## src/rtl/prd_timer_pkg.sv

```systemverilog
package prd_timer_pkg;
  localparam int ADDR_W = 2;

  typedef enum logic [ADDR_W-1:0] {
    REG_RELOAD = 2'd0,
    REG_COUNT  = 2'd1,
    REG_CTRL   = 2'd2,
    REG_FLAG   = 2'd3
  } reg_addr_e;

  localparam int CTRL_EN_BIT  = 0;
  localparam int CTRL_UP_BIT  = 1;
  localparam int CTRL_SEL_LSB = 2;
  localparam int FLAG_CLR_BIT = 0;
endpackage

```

## src/rtl/prd_timer_rst_sync.sv

```systemverilog
module prd_timer_rst_sync #(
  parameter int STAGES = 2
) (
  input  logic clk,
  input  logic rst_n,
  output logic rst_sync_n
);
  logic [STAGES-1:0] sync_q;

  always_ff @(posedge clk or negedge rst_n) begin
    if (!rst_n) sync_q <= '0;
    else        sync_q <= {sync_q[STAGES-2:0], 1'b1};
  end

  assign rst_sync_n = sync_q[STAGES-1];
endmodule

```

## src/rtl/prd_timer_regs.sv

```systemverilog
module prd_timer_regs
  import prd_timer_pkg::*;
#(
  parameter int CNT_W = 16,
  parameter int SEL_W = 1
) (
  input  logic              clk,
  input  logic              rst_n,
  input  logic              wr_i,
  input  logic [ADDR_W-1:0] addr_i,
  input  logic [CNT_W-1:0]  wdata_i,
  output logic [CNT_W-1:0]  rdata_o,
  input  logic [CNT_W-1:0]  count_i,
  input  logic              flag_i,
  output logic [CNT_W-1:0]  reload_o,
  output logic              en_o,
  output logic              up_o,
  output logic [SEL_W-1:0]  sel_o,
  output logic              load_o,
  output logic [CNT_W-1:0]  load_val_o,
  output logic              clr_o
);
  localparam int CTRL_W = CTRL_SEL_LSB + SEL_W;

  logic [CNT_W-1:0] reload_q, reload_d;
  logic             en_q, en_d, up_q, up_d;
  logic [SEL_W-1:0] sel_q, sel_d;
  logic             wr_reload, wr_ctrl;
  logic [CTRL_W-1:0] ctrl_rd;

  assign wr_reload = wr_i && (addr_i == REG_RELOAD);
  assign wr_ctrl   = wr_i && (addr_i == REG_CTRL);

  always_comb begin
    reload_d = reload_q;
    en_d     = en_q;
    up_d     = up_q;
    sel_d    = sel_q;
    if (wr_reload) reload_d = wdata_i;
    if (wr_ctrl) begin
      en_d  = wdata_i[CTRL_EN_BIT];
      up_d  = wdata_i[CTRL_UP_BIT];
      sel_d = wdata_i[CTRL_SEL_LSB +: SEL_W];
    end
  end

  always_ff @(posedge clk or negedge rst_n) begin
    if (!rst_n) begin
      reload_q <= '0;
      en_q     <= 1'b0;
      up_q     <= 1'b0;
      sel_q    <= '0;
    end else begin
      reload_q <= reload_d;
      en_q     <= en_d;
      up_q     <= up_d;
      sel_q    <= sel_d;
    end
  end

  always_comb begin
    load_o     = 1'b0;
    load_val_o = reload_q;
    if (wr_reload) begin
      load_o     = 1'b1;
      load_val_o = wdata_i;
    end else if (wr_ctrl && wdata_i[CTRL_EN_BIT] && !en_q) begin
      load_o     = 1'b1;
    end
  end

  assign clr_o = wr_i && (addr_i == REG_FLAG) && wdata_i[FLAG_CLR_BIT];

  always_comb begin
    ctrl_rd = '0;
    ctrl_rd[CTRL_EN_BIT] = en_q;
    ctrl_rd[CTRL_UP_BIT] = up_q;
    ctrl_rd[CTRL_SEL_LSB +: SEL_W] = sel_q;
  end

  always_comb begin
    rdata_o = '0;
    case (addr_i)
      REG_RELOAD: rdata_o = reload_q;
      REG_COUNT:  rdata_o = count_i;
      REG_CTRL:   rdata_o[CTRL_W-1:0] = ctrl_rd;
      default:    rdata_o[FLAG_CLR_BIT] = flag_i;
    endcase
  end

  assign reload_o = reload_q;
  assign en_o     = en_q;
  assign up_o     = up_q;
  assign sel_o    = sel_q;
endmodule

```

## src/rtl/prd_timer_core.sv

```systemverilog
module prd_timer_core #(
  parameter int CNT_W = 16,
  parameter int N_SRC = 2,
  parameter int SEL_W = 1
) (
  input  logic             clk,
  input  logic             rst_n,
  input  logic [N_SRC-1:0] tick_src_i,
  input  logic [SEL_W-1:0] sel_i,
  input  logic             en_i,
  input  logic             up_i,
  input  logic [CNT_W-1:0] reload_i,
  input  logic             load_i,
  input  logic [CNT_W-1:0] load_val_i,
  output logic [CNT_W-1:0] count_o,
  output logic             term_o
);
  localparam int PAD_N = 1 << SEL_W;

  logic [PAD_N-1:0] tick_pad;
  logic [CNT_W-1:0] count_q, count_d, term_val;
  logic             adv, at_term;

  genvar gi;
  generate
    for (gi = 0; gi < PAD_N; gi++) begin : g_pad
      if (gi < N_SRC) begin : g_src
        assign tick_pad[gi] = tick_src_i[gi];
      end else begin : g_none
        assign tick_pad[gi] = 1'b0;
      end
    end
  endgenerate

  assign adv      = en_i && tick_pad[sel_i];
  assign term_val = up_i ? {CNT_W{1'b1}} : {CNT_W{1'b0}};
  assign at_term  = (count_q == term_val);

  always_comb begin
    count_d = count_q;
    if (load_i)       count_d = load_val_i;
    else if (adv) begin
      if (at_term)    count_d = reload_i;
      else if (up_i)  count_d = count_q + 1'b1;
      else            count_d = count_q - 1'b1;
    end
  end

  always_ff @(posedge clk or negedge rst_n) begin
    if (!rst_n) count_q <= '0;
    else        count_q <= count_d;
  end

  assign term_o  = adv && at_term && !load_i;
  assign count_o = count_q;
endmodule

```

## src/rtl/prd_timer_irq.sv

```systemverilog
module prd_timer_irq (
  input  logic clk,
  input  logic rst_n,
  input  logic set_i,
  input  logic clr_i,
  output logic flag_o
);
  logic flag_q, flag_d;

  always_comb begin
    flag_d = flag_q;
    if (clr_i) flag_d = 1'b0;
    if (set_i) flag_d = 1'b1;
  end

  always_ff @(posedge clk or negedge rst_n) begin
    if (!rst_n) flag_q <= 1'b0;
    else        flag_q <= flag_d;
  end

  assign flag_o = flag_q;
endmodule

```

## src/rtl/prd_timer.sv

```systemverilog
module prd_timer
  import prd_timer_pkg::*;
#(
  parameter int CNT_W = 16,
  parameter int N_SRC = 2
) (
  input  logic             clk,
  input  logic             rst_n,
  input  logic             bus_wr_i,
  input  logic [1:0]       bus_addr_i,
  input  logic [CNT_W-1:0] bus_wdata_i,
  output logic [CNT_W-1:0] bus_rdata_o,
  input  logic [N_SRC-1:0] tick_src_i,
  output logic             irq_o
);
  localparam int SEL_W = (N_SRC > 1) ? $clog2(N_SRC) : 1;

  logic             rst_sync_n;
  logic [CNT_W-1:0] reload_q, load_val, count;
  logic             en_q, up_q, load_evt, clr_req, term_evt, flag;
  logic [SEL_W-1:0] sel_q;

  prd_timer_rst_sync #(.STAGES(2)) u_rst (
    .clk(clk), .rst_n(rst_n), .rst_sync_n(rst_sync_n)
  );

  prd_timer_regs #(.CNT_W(CNT_W), .SEL_W(SEL_W)) u_regs (
    .clk(clk), .rst_n(rst_sync_n),
    .wr_i(bus_wr_i), .addr_i(bus_addr_i), .wdata_i(bus_wdata_i),
    .rdata_o(bus_rdata_o), .count_i(count), .flag_i(flag),
    .reload_o(reload_q), .en_o(en_q), .up_o(up_q), .sel_o(sel_q),
    .load_o(load_evt), .load_val_o(load_val), .clr_o(clr_req)
  );

  prd_timer_core #(.CNT_W(CNT_W), .N_SRC(N_SRC), .SEL_W(SEL_W)) u_core (
    .clk(clk), .rst_n(rst_sync_n), .tick_src_i(tick_src_i), .sel_i(sel_q),
    .en_i(en_q), .up_i(up_q), .reload_i(reload_q), .load_i(load_evt),
    .load_val_i(load_val), .count_o(count), .term_o(term_evt)
  );

  prd_timer_irq u_irq (
    .clk(clk), .rst_n(rst_sync_n), .set_i(term_evt), .clr_i(clr_req),
    .flag_o(flag)
  );

  assign irq_o = flag;
endmodule

```

## config.mk

```make
export PLATFORM = sky130hd
export DESIGN_NAME = prd_timer
export DESIGN_NICKNAME = d
export VERILOG_FILES = /design/src/rtl/prd_timer_pkg.sv /design/src/rtl/prd_timer_rst_sync.sv /design/src/rtl/prd_timer_regs.sv /design/src/rtl/prd_timer_core.sv /design/src/rtl/prd_timer_irq.sv /design/src/rtl/prd_timer.sv
export SDC_FILE = /design/constraint.sdc
export NUM_CORES = 1
export LEC_CHECK = 0
export BUFFER_PORTS_ARGS = -buffer_cell sky130_fd_sc_hd__clkbuf_2
export CAP_MARGIN = 20
export CORE_MARGIN = 8
export CORE_UTILIZATION = 35
export CTS_CLUSTER_SIZE = 12
export DETAILED_ROUTE_END_ITERATION = 7
export GPL_TIMING_DRIVEN = 0
export PLACE_DENSITY = 0.65
export SYNTH_ARGS = -nofsm -noshare
export SYNTH_HDL_FRONTEND = slang
export SYNTH_SLANG_ARGS = --single-unit
```

## constraint.sdc

```tcl
create_clock -name clk -period 1.44 [get_ports clk]
set_input_delay 0.216 -clock clk [delete_from_list [all_inputs] [get_ports clk]]
set_output_delay 0.216 -clock clk [all_outputs]
set_load 0.005 [all_outputs]
```

==> qor.yml <==
clock_network:
  cts_root_buf: "clkbuf_8"
  cts_tree: "yes"
  cts.clk_slew.worst_paths_ns: 0.08
  clock_sinks: 38
  clk-insertion-delay-late_ns: 0.30
  cts_max_path_buffers: 2
  htree_num_levels: 2
  cts_buffers: 5
sta:
  setup_tns_ns: -17.87
  min_period_ns: 2.56
  slew_viol_final: 0
  finalClockSkew_ns: 0.00980
  relSlewSlack_pct: 45.5
  setup_slack_ns: -1.12
  hold_viol_final: 0
  holdWs_ns: 0.161
  finalCritPeriodShare_pct: 178
  rsz0062_at_grt: "true"
  worstMarginPinSlew_ns: 0.818
  clock.fmax_mhz: 390
  setup_viol: 29
setup_path:
  endpoint_kind: "register"
  start_kind: "register"
  critPathKind: "reg2reg"
  crit_fanout: 7
  worst_path_largest_cell_delay_ns: 0.55
  critical_path_arrival_ns: 2.73
  path_cells: "inv_8 -> ha_4 -> nand3_2 -> or4_4 -> a2111oi_4 -> buf_6 -> buf_8 -> a211oi_2 -> a311oi_1 -> a211oi_1"
  worstPathRequired_ns: 1.61
  slowest_stage: "or4_4"
  rrSetupSlack_ns: -1.12
floorplanning:
  die_x_um: 105
  io_pins: 40
  initial_core_util_pct: 36.0
  num_rows: 32
  die_h_um: 105
  die_area_um2: 11100
  core-area_um2: 7730
grt:
  grt-ovfl-total: 0
  antenna_found_initial: 0
  grt_pass1_wl_mm: 14.3
  grt_pass1_vias: 2812
  grt_max_degree: 37
  grt_usage_pct: 15.8
power:
  switching_share_pct: 42.9
  p_clk_share_pct: 12.9
  power.total_mw: 7.38
  p_seq_share_pct: 24.2
  p_int_mw: 4.21
  leakagePower_nw: 1.58
  power.switching_mw: 3.17
  p_per_area_nw_per_um2: 1960
  ir_drop_mv: 0.748
  combinationalPowerShare_pct: 62.9
drt:
  vias: 2585
  drtPass1Iterations: 4
  vias_per_cell: 5.60
  drtIter0Drc: 172
  drtAntennaViolNets: 0
  wl_per_cell_um: 18.3
  wl_mm: 8.46
  drcViolationCount: 0
synthesis:
  synth_top_family_by_area: "compound AO/OA/AOI/OAI gates"
  synth_compound_area_share_pct: 21.8
  syn_nets: 332
  synthSimpleGateAreaFrac_pct: 15.2
  synthXorXnorAreaFrac_pct: 3.46
  synthCells: 294
  synth.distinct_cells: 57
  syn_area_um2: 2790
  synth.area.top_cells: "dfrtp_1 (34%), ha_1 (6.3%), mux2i_1 (5.8%)"
  ys_warn_count: 0
  synthMuxAreaShare_pct: 14.2
  yosys.area_share.adder_pct: 7.01
  ys_ff_latch: 38
  synth_top_area_share_pct: 34.1
  synth_edf_count: 0
  synthFlopType: "dfrtp_1"
  synth-seq-area-share_pct: 34.1
  synth_top_cell_by_area: "dfrtp_1"
  synthArstFlopShare_pct: 100
  syn_area_per_cell_um2: 9.47
outcome:
  status: "finished with violations"
  violations: "negative setup slack"
placed_design:
  dp_cells: 434
  portBuffers: 38
  place.gp.congestion: 0.889
  hpwl_mm: 5.78
  placed_area_um2: 3170
  dp_slack_ns: -1.43
finish:
  final_layout_size_suffix_gt1_share_pct: 37.2
  post-route-util_pct: 48.7
  syn2layout_area_growth_pct: 35.2
  layout_common_cells: "clkbuf_2 (39), dfrtp_1 (35), nor2_1 (22)"
  final_common_cell: "clkbuf_2"
  nets: 398
  fin_cells: 462
  stdcell_area_um2: 3760
  n_antenna_cell: 0
worst_hold_path:
  min_path_type: "in2reg"
job:
  max_cap_violations: 0
[per-layer routing]
| metal | vias up | part of all wire [%] | GRT usage (%) |
|---|---|---|---|
| met3 | 12 | 5.9 | 3.26 |
| met5 | - | 0 | 0 |
| met4 | 0 | 1.5 | 7.03 |
| met1 | 1282 | 41 | 18.2 |
| met2 | 61 | 51 | 27.5 |
| li1 | 1230 | - | - |
[worst paths after layout]
| kind | depth (start not counted) | startpoint | endpoint |
|---|---|---|---|
| max | 10 | u_regs.up_o$_DFFE_PN0N_ | u_core.count_o[14]$_DFFE_PN0P_ |
| max reg2reg | 10 | u_regs.up_o$_DFFE_PN0N_ | u_core.count_o[14]$_DFFE_PN0P_ |
| min reg2reg | 0 | u_rst.sync_q[0]$_DFF_PN0_ | u_rst.sync_q[1]$_DFF_PN0_ |
| max in group asynchronous | 0 | u_rst.sync_q[1]$_DFF_PN0_ | u_regs.up_o$_DFFE_PN0N_ |
| min | 2 | bus_wdata_i[15] | u_regs.reload_o[15]$_DFF_PN0_ |
| min in group asynchronous | 2 | rst_n | u_rst.sync_q[1]$_DFF_PN0_ |
[sequential cells by signal, summed over array words and instances (netlist names)]
signal / cells
u_core.count_o: 16
u_regs.sel_o: 1
u_regs.up_o: 1
u_rst.sync_q: 2
u_irq.flag_o: 1
u_regs.reload_o: 16
u_regs.en_o: 1
[timing repair]
item | 4_1_cts | 5_1_grt
endpoints found under the hold margin | 2 | 0
pin swaps | 30 | 5
endpoints found under the setup margin | 39 | 36
setup buffers | 15 | 5
gates resized for setup | 54 | 3
cloned | 2 | 0
hold buffers | 1 | 0
[power by group through the flow]
stage | combinational (mW) | sequential [mW] | clock (mW)
4_1_cts | 4.40 | 1.79 | 0.969
2_1_floorplan | 2.81 | 1.64 | 0
5_1_grt | 5.08 | 1.84 | 1.01
6_report | 4.64 | 1.79 | 0.951
3_5_place_dp | 3.49 | 1.75 | 0
3_3_place_gp | 3.45 | 1.74 | 0
[cell type report]
cell class / instances / area [µm²]
Buffer: 14 / 113
Clock buffer: 6 / 82.6
Clock inverter: 1 / 30.0
Fill cell: 728 / 3960
Inverter: 7 / 33.8
Multi-Input combinational cell: 233 / 2010
Sequential cell: 38 / 955
Tap cell: 102 / 128
Timing Repair Buffer: 60 / 402
Timing Repair inverter: 1 / 8.76
[Yosys cell counts (all sizes together) (3+ instances only)]
library cell and number:
o221ai 5, ha 14, inv 7, o31ai 3
dfrtp 38, and3 5, a21oi 19, clkbuf 9
a21o 5, nand2 22, a311oi 3, mux2 19
o21a 4, a211oi 8, nor2b 3, nor3 6
nand3 8, xnor2 7, nor2 23, o21ai 19
mux2i 16, buf 7, nand2b 5, or4 3
xor2 4
[kinds of logic (layout without fill, tap and decap cells)]
logic type | count (synthesis) | in the layout
buffers and inverters | 23 | 89
adders and majority gates | 15 | 15
xor gates and xnor gates | 11 | 11
AOI/OAI and AO/OA | 85 | 85
other | 1 | 1
muxes | 36 | 36
and+or+nand+nor | 85 | 85
DFF | 38 | 38
[critical path: cells and delay by family (launching register included)]
| kind | cells | cell delay (ns) |
|---|---|---|
| adders and majority gates | 1 | 0.29 |
| buffers and inverters | 3 | 0.42 |
| DFF | 1 | 0.49 |
| and+or+nand+nor | 2 | 0.62 |
| AOI/OAI and AO/OA | 4 | 0.60 |
Power figures use the tool's default switching activity.
